==> config.mk <==
export PLATFORM = sky130hd
export DESIGN_NAME = chan_event_ctl
export DESIGN_NICKNAME = d
export VERILOG_FILES = /design/src/rtl/chan_event_pkg.sv /design/src/rtl/rst_sync.sv /design/src/rtl/evt_sticky_bank.sv /design/src/rtl/chan_cfg_slot.sv /design/src/rtl/irq_merge.sv /design/src/rtl/chan_event_ctl.sv
export SDC_FILE = /design/constraint.sdc
export NUM_CORES = 1
export LEC_CHECK = 0
export ABC_AREA = 0
export ABC_CLOCK_PERIOD_IN_PS = 2400
export BUFFER_PORTS_ARGS = -buffer_cell sky130_fd_sc_hd__buf_2
export CORE_MARGIN = 5
export CORE_UTILIZATION = 52
export CTS_CLUSTER_SIZE = 20
export DETAILED_ROUTE_END_ITERATION = 10
export PLACE_DENSITY_LB_ADDON = 0.05
export SYNTH_ARGS = -nofsm -noshare
export SYNTH_HDL_FRONTEND = slang
export SYNTH_SLANG_ARGS = --single-unit
==> constraint.sdc <==
create_clock -name clk -period 2.4 [get_ports clk]
set_input_delay 0.48 -clock clk [delete_from_list [all_inputs] [get_ports clk]]
set_output_delay 0.48 -clock clk [all_outputs]
set_load 0.005 [all_outputs]
==> src/rtl/chan_event_pkg.sv <==
package chan_event_pkg;
  localparam int REG_AW = 8;
  localparam int REG_DW = 32;

  localparam logic [REG_AW-1:0] OFF_GCTRL = 8'h00;
  localparam logic [REG_AW-1:0] OFF_RUNV  = 8'h04;
  localparam logic [REG_AW-1:0] OFF_ABORT = 8'h08;
  localparam logic [REG_AW-1:0] OFF_TC    = 8'h0C;
  localparam logic [REG_AW-1:0] OFF_HALF  = 8'h10;
  localparam logic [REG_AW-1:0] OFF_ERR   = 8'h14;
  localparam logic [REG_AW-1:0] OFF_ABT   = 8'h18;
  localparam logic [REG_AW-1:0] OFF_CFG0  = 8'h40;
  localparam logic [REG_AW-1:0] OFF_SUM0  = 8'h80;

  typedef struct packed {
    logic inh_half;
    logic inh_tc;
    logic inh_abt;
    logic inh_err;
    logic repeat_on;
    logic run;
  } chan_cfg_t;

  function automatic logic [4:0] status_flags(input logic tc, input logic half,
                                              input logic err, input logic abt);
    logic [4:0] f;
    f = {half, tc, abt, err, 1'b0};
    if (f == 5'd0) f = 5'd1;
    return f;
  endfunction
endpackage

==> src/rtl/rst_sync.sv <==
module rst_sync (
  input  logic clk,
  input  logic rst_n,
  output logic rst_n_sync
);
  logic stage_q;

  always_ff @(posedge clk or negedge rst_n) begin
    if (!rst_n) begin
      stage_q    <= 1'b0;
      rst_n_sync <= 1'b0;
    end else begin
      stage_q    <= 1'b1;
      rst_n_sync <= stage_q;
    end
  end
endmodule

==> src/rtl/evt_sticky_bank.sv <==
module evt_sticky_bank #(
  parameter int NCH = 4
) (
  input  logic           clk,
  input  logic           rst_n,
  input  logic [NCH-1:0] ev,
  input  logic           clr_we,
  input  logic [NCH-1:0] clr_bits,
  input  logic           gclr,
  output logic [NCH-1:0] sts
);
  logic [NCH-1:0] sts_q;
  logic [NCH-1:0] sts_d;
  logic           sts_en;

  always_comb begin
    sts_d = sts_q;
    if (clr_we) sts_d = sts_d & ~clr_bits;
    sts_d = sts_d | ev;          // a fresh event beats a same-cycle clear
    if (gclr) sts_d = '0;        // global clear beats everything
    sts_en = clr_we | (|ev) | gclr;
  end

  always_ff @(posedge clk or negedge rst_n) begin
    if (!rst_n)      sts_q <= '0;
    else if (sts_en) sts_q <= sts_d;
  end

  assign sts = sts_q;
endmodule

==> src/rtl/chan_cfg_slot.sv <==
module chan_cfg_slot
  import chan_event_pkg::*;
(
  input  logic      clk,
  input  logic      rst_n,
  input  logic      wr,
  input  logic [5:0] wdata,
  input  logic      ev_tc,
  input  logic      ev_err,
  input  logic      ev_abt,
  input  logic      gclr,
  output chan_cfg_t cfg
);
  chan_cfg_t cfg_q;
  chan_cfg_t cfg_d;
  logic      stop_ev;
  logic      cfg_en;

  always_comb begin
    cfg_d   = cfg_q;
    stop_ev = ev_err | ev_abt | (ev_tc & ~cfg_q.repeat_on);
    if (wr) cfg_d = chan_cfg_t'(wdata);
    if (stop_ev | gclr) cfg_d.run = 1'b0;
    cfg_en  = wr | stop_ev | gclr;
  end

  always_ff @(posedge clk or negedge rst_n) begin
    if (!rst_n)      cfg_q <= '0;
    else if (cfg_en) cfg_q <= cfg_d;
  end

  assign cfg = cfg_q;
endmodule

==> src/rtl/irq_merge.sv <==
module irq_merge #(
  parameter int NCH = 4
) (
  input  logic [NCH-1:0] tc_sts,
  input  logic [NCH-1:0] half_sts,
  input  logic [NCH-1:0] err_sts,
  input  logic [NCH-1:0] abt_sts,
  input  logic [NCH-1:0] inh_tc,
  input  logic [NCH-1:0] inh_half,
  input  logic [NCH-1:0] inh_err,
  input  logic [NCH-1:0] inh_abt,
  output logic           irq
);
  logic [NCH-1:0] live;

  always_comb begin
    live = (tc_sts & ~inh_tc) | (half_sts & ~inh_half) |
           (err_sts & ~inh_err) | (abt_sts & ~inh_abt);
    irq  = |live;
  end
endmodule

==> src/rtl/chan_event_ctl.sv <==
module chan_event_ctl
  import chan_event_pkg::*;
#(
  parameter int NCH = 4
) (
  input  logic                clk,
  input  logic                rst_n,
  input  logic                reg_we,
  input  logic [REG_AW-1:0]   reg_addr,
  input  logic [REG_DW-1:0]   reg_wdata,
  output logic [REG_DW-1:0]   reg_rdata,
  input  logic [NCH-1:0]      ev_tc,
  input  logic [NCH-1:0]      ev_half,
  input  logic [NCH-1:0]      ev_err,
  input  logic [NCH-1:0]      ev_abt,
  output logic [NCH-1:0]      ch_enable,
  output logic [NCH-1:0]      abort_req,
  output logic                irq
);
  localparam int SLOT_W = $bits(chan_cfg_t);

  logic            rst_sync_n;
  logic            gclr;
  logic [NCH-1:0]  wbits;
  logic [NCH-1:0]  tc_sts, half_sts, err_sts, abt_sts;
  logic [NCH-1:0]  inh_tc, inh_half, inh_err, inh_abt;
  logic [NCH-1:0]  abort_d;
  chan_cfg_t       cfg [NCH];
  logic            unused_wdata;

  assign unused_wdata = ^reg_wdata;
  assign wbits        = reg_wdata[NCH-1:0];
  assign gclr         = reg_we && (reg_addr == OFF_GCTRL) && reg_wdata[0];

  rst_sync u_rst (.clk(clk), .rst_n(rst_n), .rst_n_sync(rst_sync_n));

  evt_sticky_bank #(.NCH(NCH)) u_tc (
    .clk(clk), .rst_n(rst_sync_n), .ev(ev_tc),
    .clr_we(reg_we && reg_addr == OFF_TC), .clr_bits(wbits), .gclr(gclr), .sts(tc_sts));
  evt_sticky_bank #(.NCH(NCH)) u_half (
    .clk(clk), .rst_n(rst_sync_n), .ev(ev_half),
    .clr_we(reg_we && reg_addr == OFF_HALF), .clr_bits(wbits), .gclr(gclr), .sts(half_sts));
  evt_sticky_bank #(.NCH(NCH)) u_err (
    .clk(clk), .rst_n(rst_sync_n), .ev(ev_err),
    .clr_we(reg_we && reg_addr == OFF_ERR), .clr_bits(wbits), .gclr(gclr), .sts(err_sts));
  evt_sticky_bank #(.NCH(NCH)) u_abt (
    .clk(clk), .rst_n(rst_sync_n), .ev(ev_abt),
    .clr_we(reg_we && reg_addr == OFF_ABT), .clr_bits(wbits), .gclr(gclr), .sts(abt_sts));

  for (genvar c = 0; c < NCH; c++) begin : g_chan
    logic slot_wr;
    assign slot_wr = reg_we && (reg_addr == REG_AW'(OFF_CFG0 + 4 * c));

    chan_cfg_slot u_slot (
      .clk(clk), .rst_n(rst_sync_n), .wr(slot_wr), .wdata(reg_wdata[SLOT_W-1:0]),
      .ev_tc(ev_tc[c]), .ev_err(ev_err[c]), .ev_abt(ev_abt[c]), .gclr(gclr),
      .cfg(cfg[c]));

    assign ch_enable[c] = cfg[c].run;
    assign inh_tc[c]    = cfg[c].inh_tc;
    assign inh_half[c]  = cfg[c].inh_half;
    assign inh_err[c]   = cfg[c].inh_err;
    assign inh_abt[c]   = cfg[c].inh_abt;
  end

  irq_merge #(.NCH(NCH)) u_irq (
    .tc_sts(tc_sts), .half_sts(half_sts), .err_sts(err_sts), .abt_sts(abt_sts),
    .inh_tc(inh_tc), .inh_half(inh_half), .inh_err(inh_err), .inh_abt(inh_abt),
    .irq(irq));

  // abort request: one-cycle pulse registered from the write
  always_comb begin
    abort_d = '0;
    if (reg_we && reg_addr == OFF_ABORT && !gclr) abort_d = wbits;
  end

  always_ff @(posedge clk or negedge rst_sync_n) begin
    if (!rst_sync_n) abort_req <= '0;
    else             abort_req <= abort_d;
  end

  // read mux
  always_comb begin
    reg_rdata = '0;
    case (reg_addr)
      OFF_RUNV: reg_rdata = REG_DW'(ch_enable);
      OFF_TC:   reg_rdata = REG_DW'(tc_sts);
      OFF_HALF: reg_rdata = REG_DW'(half_sts);
      OFF_ERR:  reg_rdata = REG_DW'(err_sts);
      OFF_ABT:  reg_rdata = REG_DW'(abt_sts);
      default:  ;
    endcase
    for (int c = 0; c < NCH; c++) begin
      if (reg_addr == REG_AW'(OFF_CFG0 + 4 * c)) reg_rdata = REG_DW'(cfg[c]);
      if (reg_addr == REG_AW'(OFF_SUM0 + 4 * c))
        reg_rdata = REG_DW'(status_flags(tc_sts[c], half_sts[c], err_sts[c], abt_sts[c]));
    end
  end
endmodule

## After elaboration in Yosys (flattened, before gate mapping)

Index checks and enable logic that the tools add are counted.

| word-level totals | value |
|---|---|
| flip-flop bits (word level) | 46 |
| bits in latches | 0 |
| RAM bits | 0 |
| memory bits (read-only) | 0 |
| input bits | 59 |
| logic and storage cells | 166 |
| memories | 0 |

| operators by class | value |
|---|---|
| add/subtract/negate cells | 0 |
| $mul | 0 |
| div/mod/pow operators | 0 |
| order comparisons | 0 |
| eq/ne operators | 14 |
| shift operators | 0 |
| muxes and demuxes | 30 |
| bitwise gates (word level) | 56 |
| reductions and logical operators | 35 |

Operators with widths:

| kind | count |
|---|---|
| 32-bit 2-to-1 mux | 7 |
| 4-bit 2-to-1 mux | 9 |
| 4-bit AND | 8 |
| 8-bit by 7-bit == test with 1-bit output (second input constant) | 4 |
| 8-bit == test (second input constant) | 4 |
| 1-bit bitwise OR | 28 |
| 4-bit bitwise OR | 7 |
| 8-bit by 5-bit == test with 1-bit output (second input constant) | 3 |
| 5-bit 2-to-1 mux | 4 |
| 4-bit NOT | 5 |
| 4-bit one-hot mux with 5 select lines | 1 |
| 4-bit OR reduction | 5 |
| 8-bit by 4-bit == test with 1-bit output (second input constant) | 2 |
| 4-bit zero test | 4 |
| 2-bit AND reduction | 8 |
| 1-bit logical AND | 12 |
| 8-bit by 3-bit == test with 1-bit output (second input constant) | 1 |
| 8-bit zero test | 1 |
| 1-bit 2-to-1 mux | 8 |
| 2-bit nonzero test | 4 |
| 6-bit 2-to-1 mux | 1 |
| 1-bit AND | 4 |
| 1-bit NOT | 4 |
| 1-bit zero test | 1 |

## Logic depth before layout (Yosys ltp)

| logic depth | value |
|---|---|
| word-level depth | 10 |
| gate-level depth with buffers | 7 |
| gate-level depth less buffers | 5 |

## Cells and area by module

Synthesis repeated with hierarchy kept, for this count alone.

| unflattened totals | value |
|---|---|
| cells, all modules | 339 |
| area total of the unflattened synthesis | 3234.4 µm² |

By module, submodules not included:

| module | instances | cells each | area each (µm²) | seq. area each (µm²) |
|---|---|---|---|---|
| chan_event_ctl | 1 | 187 | 1355.0 | 100.1 |
| chan_cfg_slot | 4 | 16 | 246.5 | 150.1 |
| evt_sticky_bank | 4 | 16 | 165.2 | 100.1 |
| irq_merge | 1 | 21 | 178.9 | 0.0 |
| rst_sync | 1 | 3 | 53.8 | 50.0 |

## Worst setup path before layout

No wires, ideal clock.

| timing path | value |
|---|---|
| path type | input-to-output |
| from | in reg_addr[5] |
| to | out reg_rdata[2] |
| data arrival time | 1.770 ns |
| data required time | 1.920 ns |
| slack | 0.150 ns |
| stages on the path | 6 |
| buffers on the path | 2 |
| cell sequence | buf_6 -> or4b_4 -> buf_6 -> o32ai_2 -> o21ai_2 -> a21boi_2 |

| between the ends | value |
|---|---|
| word-level cells in the longest chain between the ends | 10 |
| elaborated cells between the ends (all ways) | 22 |
| those cells by class | 13 x eq/ne; 9 x mux |

Ends and longest elaborated chain:

| element | line | RTL |
|---|---|---|
| start, declared | chan_event_ctl.sv:9 | `input logic [REG_AW-1:0] reg_addr,` |
| 8-bit by 5-bit == test with 1-bit output, or another cell as far along | chan_event_ctl.sv:85 | `case (reg_addr)` |
| 4-bit one-hot mux with 5 select lines | chan_event_ctl.sv:85 |  |
| 6-bit 2-to-1 mux | chan_event_ctl.sv:94 | `if (reg_addr == REG_AW'(OFF_CFG0 + 4 * c)) reg_rdata = REG_DW'(cfg[c]);` |
| 32-bit 2-to-1 mux | chan_event_ctl.sv:95 | `if (reg_addr == REG_AW'(OFF_SUM0 + 4 * c))` |
| 32-bit 2-to-1 mux | chan_event_ctl.sv:94 |  |
| 32-bit 2-to-1 mux | chan_event_ctl.sv:95 |  |
| 32-bit 2-to-1 mux | chan_event_ctl.sv:94 |  |
| 32-bit 2-to-1 mux | chan_event_ctl.sv:95 |  |
| 32-bit 2-to-1 mux | chan_event_ctl.sv:94 |  |
| 32-bit 2-to-1 mux (*) | chan_event_ctl.sv:95 |  |
| end, declared | chan_event_ctl.sv:11 | `output logic [REG_DW-1:0] reg_rdata,` |

Mark *: on every way between the ends. The rest lies on a longest branch, timed or not.

## Worst setup path after layout

| timing path | value |
|---|---|
| from | in reg_addr[6] |
| to | out reg_rdata[1] |

The elaborated chain is that of the path after synthesis.

==> flow_summary.rst <==
.. list-table::
   :header-rows: 1

   * - Metric
     - Value
   * - Distinct cell type count after synthesis
     - 59
   * - Routed via count
     - 3091
   * - YS warnings
     - 0
   * - IO Pins
     - 100
   * - Worst clock skew
     - 4.56 ps
   * - DR vias/cell
     - 5.97
   * - Power density over cell area
     - 424 mW/mm^2
   * - Maximum number of pins on one net before global-route repair
     - 45
   * - Fraction of power spent switching nets
     - 24.4%
   * - Total clock sinks
     - 46
   * - DR pass1 iterations
     - 5
   * - Worst EP arrival
     - 1990 ps
   * - Global Route Usage Sum
     - 28.2%
   * - Type of element launching the critical path
     - input port
   * - Chip Width
     - 89.0 um
   * - Share of total power in combinational logic
     - 15.0%
   * - Clock share of power
     - 39.2%
   * - Destination of the worst register-to-register timing path
     - u_half.sts[0]
   * - Initial DRC count
     - 187
   * - Count of input and output buffers
     - 47
   * - Hold Path Stages
     - 0
   * - Violations in the final reports
     - negative setup slack
   * - Number of max-capacitance violations reported
     - 0
   * - Number of H-tree levels
     - 2
   * - Global-route wire length before repair
     - 16700 um
   * - Dominant cells by area after synthesis
     - sky130_fd_sc_hd__dfrtp_1 36%, sky130_fd_sc_hd__buf_4 7.4%, sky130_fd_sc_hd__mux2_1 6.9%
   * - Wire per inst
     - 20.3 um
   * - Clock tree from TritonCTS
     - done
   * - Sequential Power Share
     - 45.8%
   * - Worst vdd rail ir drop
     - 0.471 mV
   * - Remaining design rule violation count
     - 0
   * - Synth Cell Area
     - 0.00324 sq mm
   * - Worst-Skew Late Latency
     - 300 ps
   * - Count of nets after finishing
     - 501
   * - Post-Route Utilization
     - 71.1%
   * - Class of the tightest hold or removal check
     - register to register
   * - DIE AREA
     - 0.00791 sq mm
   * - Run status
     - finished with violations
   * - Initial antenna violation count
     - 0
   * - Unrepaired setup endpoints after global routing
     - yes
   * - Number of hold violations in the final report
     - 0
   * - Transition at the pin with the smallest max-transition slack
     - 922 ps
   * - Via count of the first global-routing pass
     - 3121
   * - Final number of setup-violating endpoints
     - 3
   * - Hold slack final
     - 360 ps
   * - Post-synthesis sequential area ratio
     - 35.5%
   * - PnR Total Power
     - 1.80 mW
   * - Diodes inserted
     - 0
   * - Final critical path time including I/O delays and setup
     - 2470 ps
   * - Effective utilization at floorplan
     - 54.1%
   * - Overall routed net length
     - 10500 um
   * - Clock tree root driver cell
     - sky130_fd_sc_hd__clkbuf_8
   * - CTS clock-pin slew for the worst setup and hold paths
     - 90 ps
   * - Placed cell area
     - 0.00371 sq mm
   * - Layout cells sized above 1
     - 38.1%
   * - Synth async-reset ratio
     - 100%
   * - Routability cong.
     - 1.04
   * - Internal power
     - 1.36 mW
   * - Area share of the leading cell type in the synthesized netlist
     - 35.5%
   * - EDFF count, synth
     - 0
   * - Static leakage
     - 1.92 nW
   * - Chip Height
     - 89.0 um
   * - Gate count of the mapped netlist
     - 355
   * - Residual antenna-violating net count after detailed routing
     - 0
   * - Final count of pins violating max slew
     - 0
   * - End of the worst hold path
     - u_rst.rst_n_sync
   * - Peak Freq
     - 0.405 GHz
   * - Final design instance area without fill
     - 0.00426 sq mm
   * - Growth of design area from synthesis to finish
     - 31.3%
   * - Placeable core region
     - 0.00599 sq mm
   * - Aggregate global routing overflow
     - 0
   * - CTS Buf Count
     - 5
   * - Hold path startpoint
     - u_rst.stage_q
   * - Crit path setup slack, layout
     - -71.3 ps
   * - Remaining max-slew budget at the tightest pin
     - 38.5%
   * - Synthesized area per cell
     - 9.13 sq um
   * - Worst setup path category
     - input port to output pin
   * - Internal reg-to-reg setup slack
     - 1410 ps
   * - Required time of the critical path
     - 1920 ps
   * - Reg2Reg Launch Point
     - u_rst.rst_n_sync
   * - Maximum fanout along the worst path
     - 7
   * - Primary flip-flop cell chosen by synthesis mapping
     - sky130_fd_sc_hd__dfrtp_1
   * - Switching power
     - 0.440 mW
   * - Total negative setup slack
     - -190 ps
   * - Row count
     - 28
   * - Final period util
     - 103%
   * - Yosys reg bits
     - 46
   * - Dpl hpwl
     - 7820 um
   * - Sort of element at the end of the critical path
     - output pin
   * - Number of cells on the worst reg-to-reg path
     - 0
   * - Max clock buf depth
     - 2
   * - Top cell type by total area after synthesis
     - sky130_fd_sc_hd__dfrtp_1
-- worst max-delay path by stage --
stage / startpoint / end / slack (ps)
after floorplan: reg_addr[5] / reg_rdata[2] / 150
after global placement: reg_addr[2] / reg_rdata[3] / -340
after detailed placement: reg_addr[2] / reg_rdata[3] / -430
after CTS: reg_addr[6] / reg_rdata[1] / -60
after global routing: reg_addr[5] / reg_rdata[1] / -130
final: reg_addr[6] / reg_rdata[1] / -70
-- state kept, by name, indices dropped and copies added, names as in the netlist --
name and count:
u_abt.sts 4, abort_req 4, u_rst.stage_q 1, u_tc.sts 4
g_chan.u_slot.cfg 24, u_err.sts 4, u_half.sts 4, u_rst.rst_n_sync 1
-- layout make-up --
cell class,instances,area [sq um]
Clock buffer,6,82.6
Clock inverter,2,60.1
Fill cell,508,1730
Inverter,22,82.6
Multi-Input combinational cell,257,1970
Sequential cell,46,1150
Tap cell,75,93.8
Timing Repair Buffer,110,817
-- cells in the mapped netlist (2+ instances only) --
cell,instances
sky130_fd_sc_hd__a211oi_1,5
sky130_fd_sc_hd__inv_1,22
sky130_fd_sc_hd__a221oi_1,2
sky130_fd_sc_hd__mux2_1,20
sky130_fd_sc_hd__o22ai_1,10
sky130_fd_sc_hd__or4b_1,4
sky130_fd_sc_hd__buf_2,11
sky130_fd_sc_hd__nand2b_1,2
sky130_fd_sc_hd__nor3_1,16
sky130_fd_sc_hd__nand3_1,3
sky130_fd_sc_hd__or3_1,3
sky130_fd_sc_hd__buf_6,3
sky130_fd_sc_hd__nand2_1,25
sky130_fd_sc_hd__a22oi_1,5
sky130_fd_sc_hd__a21oi_1,25
sky130_fd_sc_hd__nand2_2,2
sky130_fd_sc_hd__o211ai_1,2
sky130_fd_sc_hd__o31ai_1,2
sky130_fd_sc_hd__clkbuf_1,9
sky130_fd_sc_hd__nor2_1,24
sky130_fd_sc_hd__conb_1,2
sky130_fd_sc_hd__or4_1,3
sky130_fd_sc_hd__dfrtp_1,46
sky130_fd_sc_hd__and2_1,4
sky130_fd_sc_hd__a2111oi_2,3
sky130_fd_sc_hd__o32a_1,2
sky130_fd_sc_hd__nand3_2,2
sky130_fd_sc_hd__nand3b_1,10
sky130_fd_sc_hd__o21ai_0,9
sky130_fd_sc_hd__nor4_1,4
sky130_fd_sc_hd__nor4b_2,2
sky130_fd_sc_hd__nor3_2,4
sky130_fd_sc_hd__nor4b_4,2
sky130_fd_sc_hd__buf_4,32
sky130_fd_sc_hd__a32oi_1,2
sky130_fd_sc_hd__mux2i_1,10
-- layer usage --
layer / part of all wire, % / wire, um / GRT usage (%)
met5: 0 / 0 / 0
met4: 3.1 / 329 / 9.88
met3: 9.2 / 967 / 5.35
met2: 46 / 4860 / 44.3
met1: 41 / 4340 / 39.4
-- power by group through the flow --
stage | sequential (mW) | clock (mW) | combinational, mW
after floorplan | 0.829 | 0 | 0.155
after global placement | 0.841 | 0 | 0.214
after detailed placement | 0.841 | 0 | 0.217
after CTS | 0.826 | 0.714 | 0.254
after global routing | 0.832 | 0.747 | 0.292
final | 0.826 | 0.707 | 0.271
-- cell families after synthesis --
family / count (synthesis) / synth area share, %
other cells: 2 / 0.232
mux: 30 / 10.0
simple gates: 121 / 23.5
flops: 46 / 35.5
compound gates: 79 / 17.0
buf+inv: 77 / 13.7
-- cells in the final DEF, fill, tap and decap left out, types with 4 or more instances in the layout --
| cell | n |
|---|---|
| sky130_fd_sc_hd__nor3_2 | 7 |
| sky130_fd_sc_hd__mux2_1 | 20 |
| sky130_fd_sc_hd__o21ai_0 | 7 |
| sky130_fd_sc_hd__nor3_4 | 5 |
| sky130_fd_sc_hd__buf_4 | 53 |
| sky130_fd_sc_hd__a22oi_1 | 4 |
| sky130_fd_sc_hd__buf_6 | 11 |
| sky130_fd_sc_hd__nand3b_1 | 10 |
| sky130_fd_sc_hd__or4b_4 | 5 |
| sky130_fd_sc_hd__nand2_1 | 25 |
| sky130_fd_sc_hd__conb_1 | 27 |
| sky130_fd_sc_hd__inv_1 | 22 |
| sky130_fd_sc_hd__a21oi_1 | 25 |
| sky130_fd_sc_hd__dfrtp_1 | 45 |
| sky130_fd_sc_hd__nor2_1 | 23 |
| sky130_fd_sc_hd__a211oi_2 | 5 |
| sky130_fd_sc_hd__buf_2 | 40 |
| sky130_fd_sc_hd__and2_1 | 4 |
| sky130_fd_sc_hd__o22ai_1 | 9 |
| sky130_fd_sc_hd__nor3_1 | 9 |
| sky130_fd_sc_hd__mux2i_1 | 9 |
| sky130_fd_sc_hd__clkbuf_8 | 6 |
-- critical path: stages --
cell                       delay (ps)
sky130_fd_sc_hd__buf_8            110
sky130_fd_sc_hd__or4b_4           620
sky130_fd_sc_hd__buf_6            170
sky130_fd_sc_hd__nor3_4           150
sky130_fd_sc_hd__a311o_1          130
sky130_fd_sc_hd__o22ai_1           60
sky130_fd_sc_hd__o211ai_1         110
sky130_fd_sc_hd__buf_2            150
-- what timing repair did --
item | in CTS | in global routing
hold buffers | 1 | 0
endpoints found under the setup margin | 5 | 5
gates resized for setup | 50 | 21
setup buffers | 6 | 3
endpoints found under the hold margin | 2 | 0
gates cloned | 0 | 0
pin swaps | 18 | 5
-- per-stage QoR --
| step | setup WS, ps | std cells |
|---|---|---|
| finish | -71.3 | 518 |
| detailed placement | -434 | 500 |
| CTS | -62.2 | 515 |
| global placement | -342 | 500 |
| global route | -127 | 518 |
| floorplan | 150 | 380 |
Power figures use the tool's default switching activity.
